## config.mk

```make
export PLATFORM = sky130hd
export DESIGN_NAME = alu_core
export DESIGN_NICKNAME = d
export VERILOG_FILES = /design/src/rtl/alu_core_pkg.sv /design/src/rtl/alu_adder.sv /design/src/rtl/alu_logic.sv /design/src/rtl/alu_rotator.sv /design/src/rtl/alu_core.sv
export SDC_FILE = /design/constraint.sdc
export NUM_CORES = 1
export LEC_CHECK = 0
export BUFFER_PORTS_ARGS = -buffer_cell sky130_fd_sc_hd__buf_2
export CORE_AREA = 3 3 53 55
export DETAILED_ROUTE_END_ITERATION = 10
export DIE_AREA = 0 0 56 58
export PLACE_DENSITY = 0.9
export SYNTH_ARGS = -nofsm -noshare
export SYNTH_HDL_FRONTEND = slang
export SYNTH_SLANG_ARGS = --single-unit
export TNS_END_PERCENT = 30
```

## constraint.sdc

```tcl
create_clock -name vclk -period 13.65
set_input_delay 2.73 -clock vclk [all_inputs]
set_output_delay 2.73 -clock vclk [all_outputs]
set_load 0.03 [all_outputs]
```

## src/rtl/alu_core_pkg.sv

```systemverilog
package alu_core_pkg;

    typedef enum logic [3:0] {
        OP_ADC  = 4'd0,
        OP_SUB  = 4'd1,
        OP_INC  = 4'd2,
        OP_DEC  = 4'd3,
        OP_OR   = 4'd4,
        OP_AND  = 4'd5,
        OP_NOT  = 4'd6,
        OP_XOR  = 4'd7,
        OP_ROL  = 4'd8,
        OP_ROR  = 4'd9,
        OP_PASS = 4'd10
    } alu_op_e;

    typedef enum logic [1:0] {
        CLS_ARITH,
        CLS_LOGIC,
        CLS_SHIFT,
        CLS_PASS
    } alu_cls_e;

    typedef struct packed {
        logic c;
        logic v;
        logic z;
        logic n;
    } alu_flags_t;

    function automatic alu_cls_e op_class(input logic [3:0] code);
        if (code <= 4'd3)       return CLS_ARITH;
        else if (code <= 4'd7)  return CLS_LOGIC;
        else if (code <= 4'd9)  return CLS_SHIFT;
        else                    return CLS_PASS;
    endfunction

endpackage

```

## src/rtl/alu_adder.sv

```systemverilog
module alu_adder
    import alu_core_pkg::*;
#(
    parameter int W = 8
) (
    input  logic [W-1:0] a_i,
    input  logic [W-1:0] b_i,
    input  logic [3:0]   op_i,
    input  logic         c_i,
    output logic [W-1:0] sum_o,
    output logic         cout_o,
    output logic         ovf_o
);
    localparam int WX = W + 1;

    logic [W-1:0]  addend;
    logic          cin_eff;
    logic [WX-1:0] total;

    always_comb begin
        case (op_i)
            OP_SUB: begin addend = ~b_i;          cin_eff = 1'b1; end
            OP_INC: begin addend = '0;            cin_eff = 1'b1; end
            OP_DEC: begin addend = {W{1'b1}};     cin_eff = 1'b0; end
            default: begin addend = b_i;          cin_eff = c_i;  end
        endcase
        total  = {1'b0, a_i} + {1'b0, addend} + {{W{1'b0}}, cin_eff};
        sum_o  = total[W-1:0];
        cout_o = total[W];
        ovf_o  = (a_i[W-1] == addend[W-1]) && (total[W-1] != a_i[W-1]);
    end
endmodule

```

## src/rtl/alu_logic.sv

```systemverilog
module alu_logic
    import alu_core_pkg::*;
#(
    parameter int W = 8
) (
    input  logic [W-1:0] a_i,
    input  logic [W-1:0] b_i,
    input  logic [3:0]   op_i,
    output logic [W-1:0] y_o
);
    logic [W-1:0] t_or, t_and, t_not, t_xor;

    for (genvar i = 0; i < W; i++) begin : g_bit
        assign t_or[i]  = a_i[i] | b_i[i];
        assign t_and[i] = a_i[i] & b_i[i];
        assign t_not[i] = ~a_i[i];
        assign t_xor[i] = a_i[i] ^ b_i[i];
    end

    always_comb begin
        case (op_i)
            OP_OR:   y_o = t_or;
            OP_AND:  y_o = t_and;
            OP_NOT:  y_o = t_not;
            default: y_o = t_xor;
        endcase
    end
endmodule

```

## src/rtl/alu_rotator.sv

```systemverilog
module alu_rotator
    import alu_core_pkg::*;
#(
    parameter int W = 8
) (
    input  logic [W-1:0] a_i,
    input  logic [3:0]   op_i,
    input  logic         c_i,
    output logic [W-1:0] y_o,
    output logic         cout_o
);
    logic [W-1:0] left_v, right_v;

    assign left_v  = {a_i[W-2:0], c_i};
    assign right_v = {c_i, a_i[W-1:1]};

    always_comb begin
        if (op_i == OP_ROR) begin
            y_o    = right_v;
            cout_o = a_i[0];
        end else begin
            y_o    = left_v;
            cout_o = a_i[W-1];
        end
    end
endmodule

```

## src/rtl/alu_core.sv

```systemverilog
module alu_core
    import alu_core_pkg::*;
#(
    parameter int W = 8
) (
    input  logic [W-1:0] a_i,
    input  logic [W-1:0] b_i,
    input  logic [3:0]   op_i,
    input  logic         c_i,
    input  logic         v_i,
    output logic [W-1:0] y_o,
    output logic         c_o,
    output logic         v_o,
    output logic         z_o,
    output logic         n_o
);
    localparam int MSB = W - 1;

    logic [W-1:0] add_y, log_y, rot_y;
    logic         add_c, add_v, rot_c;
    alu_cls_e     cls;
    alu_flags_t   nxt;
    logic [W-1:0] res;

    alu_adder #(.W(W)) u_add (
        .a_i(a_i), .b_i(b_i), .op_i(op_i), .c_i(c_i),
        .sum_o(add_y), .cout_o(add_c), .ovf_o(add_v)
    );

    alu_logic #(.W(W)) u_log (
        .a_i(a_i), .b_i(b_i), .op_i(op_i), .y_o(log_y)
    );

    alu_rotator #(.W(W)) u_rot (
        .a_i(a_i), .op_i(op_i), .c_i(c_i), .y_o(rot_y), .cout_o(rot_c)
    );

    always_comb begin
        cls   = op_class(op_i);
        nxt.c = c_i;
        nxt.v = v_i;
        case (cls)
            CLS_ARITH: begin
                res   = add_y;
                nxt.v = add_v;
                if (op_i == OP_ADC || op_i == OP_SUB) nxt.c = add_c;
            end
            CLS_LOGIC: res = log_y;
            CLS_SHIFT: begin
                res   = rot_y;
                nxt.c = rot_c;
            end
            default:   res = b_i;
        endcase
        nxt.z = (res == '0);
        nxt.n = res[MSB];
    end

    assign y_o = res;
    assign c_o = nxt.c;
    assign v_o = nxt.v;
    assign z_o = nxt.z;
    assign n_o = nxt.n;

    always_comb begin
        if (op_i == OP_ROL) begin
            p_rol_carry_r5: assert (y_o[0] == c_i && c_o == a_i[MSB] && v_o == v_i)
                else $error("rotate left carry path broken");
        end
        if (op_i == OP_ROR) begin
            p_ror_carry_r6: assert (y_o[MSB] == c_i && c_o == a_i[0] && v_o == v_i)
                else $error("rotate right carry path broken");
        end
        if (op_i >= 4'd10) begin
            p_pass_flags_r7: assert (y_o == b_i && c_o == c_i && v_o == v_i)
                else $error("transfer altered state");
        end
        if (op_i == OP_INC || op_i == OP_DEC) begin
            p_step_keeps_c_r3: assert (c_o == c_i)
                else $error("increment or decrement touched carry");
        end
        if (op_i == OP_SUB) begin
            p_sub_noborrow_r2: assert (c_o == (a_i >= b_i))
                else $error("subtract carry is not no-borrow");
        end
        if (op_i == OP_XOR) begin
            p_xor_inverse_r4: assert ((y_o ^ b_i) == a_i && c_o == c_i && v_o == v_i)
                else $error("xor result not invertible");
        end
        if (op_i == OP_ADC && a_i == '0 && b_i == '0) begin
            p_add_zero_r8: assert (z_o == !c_i)
                else $error("zero flag wrong on empty sum");
        end
    end
endmodule

```

# ---- Yosys cells after proc, flatten, opt, wreduce, memory -nomap -nowiden
# Index checks and enable logic that the tools add are counted.
dict set report op_classes {
  reduce_logical 6
  n_addsub 2
  order_cmp 3
  n_eq_ne 11
  mux 12
  bitwise_logic 33
}
# operator n
set op_table {}
lappend op_table {{$pmux 8 s3} 3}
lappend op_table {{$eq 4x3->1 const B} 3}
lappend op_table {{$add 8x8->9} 1}
lappend op_table {{$add 9x1->9} 1}
lappend op_table {{$and 1x1->1} 8}
lappend op_table {{$eq 4x2->1 const B} 2}
lappend op_table {{$logic_not 8->1} 1}
lappend op_table {{$mux 8} 1}
lappend op_table {{$not 1->1} 8}
lappend op_table {{$not 8->8} 1}
lappend op_table {{$or 1x1->1} 8}
lappend op_table {{$xor 1x1->1} 8}
lappend op_table {{$eq 4x1->1 const B} 1}
lappend op_table {{$eq 4x4->1 const B} 1}
lappend op_table {{$le 4x2->1 const B} 1}
lappend op_table {{$le 4x3->1 const B} 1}
lappend op_table {{$le 4x4->1 const B} 1}
lappend op_table {{$logic_not 4->1} 1}
lappend op_table {{$mux 1} 4}
lappend op_table {{$mux 2} 2}
lappend op_table {{$pmux 1 s2} 2}
lappend op_table {{$eq 2x1->1 const B} 1}
lappend op_table {{$eq 2x2->1 const B} 1}
lappend op_table {{$logic_not 2->1} 1}
lappend op_table {{5 further kinds} 5}
dict set report totals {
  reg_bits 0
  wordCells 67
  out_inout_bits 12
  inputBits 22
}

# ---- Logic depth before layout (Yosys ltp)
dict set report depth {
  word_depth 7
  depth_mapped 16
  depth_no_buf 13
}

# ---- By module
# From an unflattened synthesis, not the netlist that was laid out.
dict set report unflattened {
  cells_unflattened 240
  hier_area_um2 1690.4
}
# mod area_each_um2 seq_area_each_um2 cells_per_inst instances
set modules_own_cells {}
lappend modules_own_cells {alu_logic 594.3 0.0 86 1}
lappend modules_own_cells {alu_adder 554.3 0.0 88 1}
lappend modules_own_cells {alu_core 382.9 0.0 55 1}
lappend modules_own_cells {alu_rotator 158.9 0.0 11 1}

# ---- Least setup slack after synthesis
# OpenSTA, ideal clock, no wires.
dict set report synth_path {
  kind {input-to-output}
  start {input port op_i[3]}
  end {output port z_o}
  path_slack_ns 4.866
  n_path_buf 2
  cell_stages 14
  required_ns 10.920
  t_arrival_ns 6.054
  cell_sequence {buf_2 -> or2_1 -> clkbuf_1 -> a21oi_1 -> nor2_1 -> a31oi_1 -> fa_1 -> inv_1 -> fa_1 -> o21ai_1 -> a31oi_1 -> a31oi_1 -> or2_2 -> nor4_2}
}
dict set report synth_between {
  elab_chain_len 7
  elab_cells_between_ends 25
  cone_classes {2 x add/sub; 3 x order compare; 9 x eq/ne; 8 x mux; 3 x reduce/logical}
}
# element line
set synth_rtl {}
lappend synth_rtl {{start: declaration} alu_core.sv:8} ;# input logic [3:0] op_i,
lappend synth_rtl {{branches (longest 5 deep; another with $add 8x8->9)} --}
lappend synth_rtl {{$pmux 8 s3 *} alu_core.sv:42} ;# case (cls)
lappend synth_rtl {{named net y_o[1]} alu_core.sv:11} ;# output logic [W-1:0] y_o,
lappend synth_rtl {{$logic_not 8->1 *} alu_core.sv:55} ;# nxt.z = (res == '0);
lappend synth_rtl {{end: declaration} alu_core.sv:14} ;# output logic z_o,
# Mark *: on every way through the listed nets, which the timed path passes.

# ---- Worst setup path after layout
dict set report layout_path {
  start {input port op_i[0]}
  end {output port z_o}
}
dict set report layout_between {
  elab_chain_len 7
  elab_cells_between_ends 25
  cone_classes {2 x add/sub; 3 x order compare; 9 x eq/ne; 8 x mux; 3 x reduce/logical}
}
# element line
set layout_rtl {}
lappend layout_rtl {{branches (longest 5 deep; another with $add 8x8->9)} --}
lappend layout_rtl {{$pmux 8 s3 *} alu_core.sv:42}
lappend layout_rtl {{$logic_not 8->1 *} alu_core.sv:55}
# Every way passes the cells marked *.

==> impl_metrics.toml <==
[run_status]
status = "complete, no violations"

[worst_setup_path]
crit_type = "in2out"
critPathBufInv = 4
cp_slowest_cell = "a21oi_1"
crit_fanout = 35
crit_end = "z_o"
arrival_ns = 6.46
crit_chain = "buf_2, inv_2, a21oi_1, nor2_1, a31oi_1, fa_1, inv_1, fa_1, nand2b_1, a211oi_1, o21ai_0, a31oi_1, o32ai_1, nor4_2, buf_2"
cp-startpoint = "op_i[0]"
slowest_delay_ns = 0.63
endpoint_kind = "primary output"
cp-start-kind = "input port"
critical_path_depth = 15
critPathTopFamily = "compound AO/OA/AOI/OAI gates"
cp.required_ns = 10.92

[timing]
fin_setup_tns_ns = 0
fin_ws_ns = 4.46
fin_crit_ns = 9.19
maxSlewHeadroom = 0.545
rsz0062_at_grt = "no"
min_period_over_period = 0.673
hold_violations = 0
maxSlewViolCount = 0
timing.fmax_ghz = 0.109
worstMarginPinSlew_ns = 0.683
setup_viol = 0

[routing]
wl_per_cell_um = 15.4
drtAntennaViolNets = 0
viasPerCell = 6.42
drc_errors = 0
drt_iter0_markers = 94
wl_um = 4090
routed-via-count = 1708
firstDrtPassIters = 6

[synth]
synth_warnings = 0
yosysSeqAreaShare = 0
synth_most_common_cell = "inv_1"
yosysTopAreaCellShare = 0.198
synthTopCellsByCount = "inv_1 (25), nor2_1 (24), ha_1 (23)"
avgSynthCellArea_um2 = 6.74
synth_fp_nets = 263
synthTopCellsByArea = "ha_1 (20%), a21oi_1 (7.6%), inv_1 (6.4%)"
synth_area_um2 = 1460
syn_inst = 216
synth_cell_type_count = 49
yosys.area.top_type = "ha_1"

[final_layout]
seqCellArea_um2 = 0
n_antenna_cell = 0
design.seq.count = 0
nNetsFinal = 285
multi_input_area_um2 = 1270
clkbuf_count = 0
utilization = 0.646
area_delta_synth_final_pct = 7.90
drive_gt1_frac = 0.195
n_fill_cell = 228

[clock_tree]
post_cts_buffers = 0
postCtsHoldBufs = 0
cts_resized = 0

[floorplanning]
die_w_um = 56
row_count = 18
core-area_um2 = 2430
fp.dieH_um = 58
start_util = 0.599
num_io_pins = 34
fp.dieArea_um2 = 3250

[worst_hold_path]
hold_class = "in2out"
hp-start = "v_i"

[global_routing]
grt.overflow.total = 0
antenna_found_initial = 0
grt_pass1_wl_um = 6730
track_usage = 0.248
grt_pass1_vias = 1501
grt_max_degree = 36

[power_and_ir_drop]
p_leak_uw = 0.000764
powerDensity_nw_per_um2 = 47.3
ir_worst_vdd_mv = 0.0367

[placed_design]
pre_cts_ws_ns = 4.53
port_buffers = 34
hpwlAfterDp_um = 3150
place.gp.congestion = 0.898

[job]
cap_violations = 0
[per-stage QoR]
| stage | hold WS, ns | total power [µW] | area [µm²] | instances |
|---|---|---|---|---|
| final | 5.82 | 74.4 | 1570 | 266 |
| after global routing | 5.86 | 81.7 | 1570 | 266 |
| after CTS | 5.82 | 73.2 | 1570 | 266 |
| after detailed placement | 5.82 | 72.8 | 1570 | 266 |
| after global placement | 5.81 | 71.6 | 1570 | 266 |
| after floorplan | 5.68 | 55.7 | 1460 | 216 |
[worst min path at each step]
stage | to | slack, ns | depth (start not counted)
after global routing | v_o | 5.86 | 4
after floorplan | y_o[1] | 5.68 | 2
final | v_o | 5.82 | 4
after detailed placement | v_o | 5.82 | 4
after CTS | v_o | 5.82 | 4
after global placement | v_o | 5.81 | 4
[layer usage]
layer	share of wire	GRT usage	up-vias
li1	-	-	814
met1	0.41	0.318	775
met2	0.47	0.436	107
met3	0.098	0.0245	12
met4	0.018	0.0847	0
met5	0	0	-
[cell type report]
type,count,share of cell area
Tap cell,30,0.0239
Inverter,26,0.0621
Timing Repair Buffer,34,0.108
Multi-Input combinational cell,176,0.806
[kinds of logic after synthesis]
logic type	synth area share
AOI/OAI and AO/OA	0.330
and+or+nand+nor	0.239
buffers and inverters	0.131
adders and majority gates	0.225
xor gates and xnor gates	0.0301
muxes	0.0455
[cell usage in the layout (no fill, tap or decap), types with 3 or more instances in the layout]
| cell type | n |
|---|---|
| nor2_1 | 24 |
| buf_2 | 34 |
| nor2b_1 | 7 |
| o22ai_1 | 8 |
| a211oi_1 | 4 |
| o211ai_1 | 3 |
| a31oi_1 | 7 |
| inv_1 | 25 |
| a21oi_1 | 22 |
| ha_1 | 23 |
| and2_1 | 4 |
| o21ai_0 | 8 |
| nand2b_1 | 5 |
| xnor2_1 | 4 |
| nor3_1 | 6 |
| nand2_1 | 14 |
| o31ai_1 | 3 |
[power by group]
group | internal (µW) | leakage [µW] | switching (µW)
combinational | 27.6 | 0.000764 | 46.8
clock | 0 | 0 | 0
sequential | 0 | 0 | 0
Note: power is estimated with default switching activity, not from simulation.
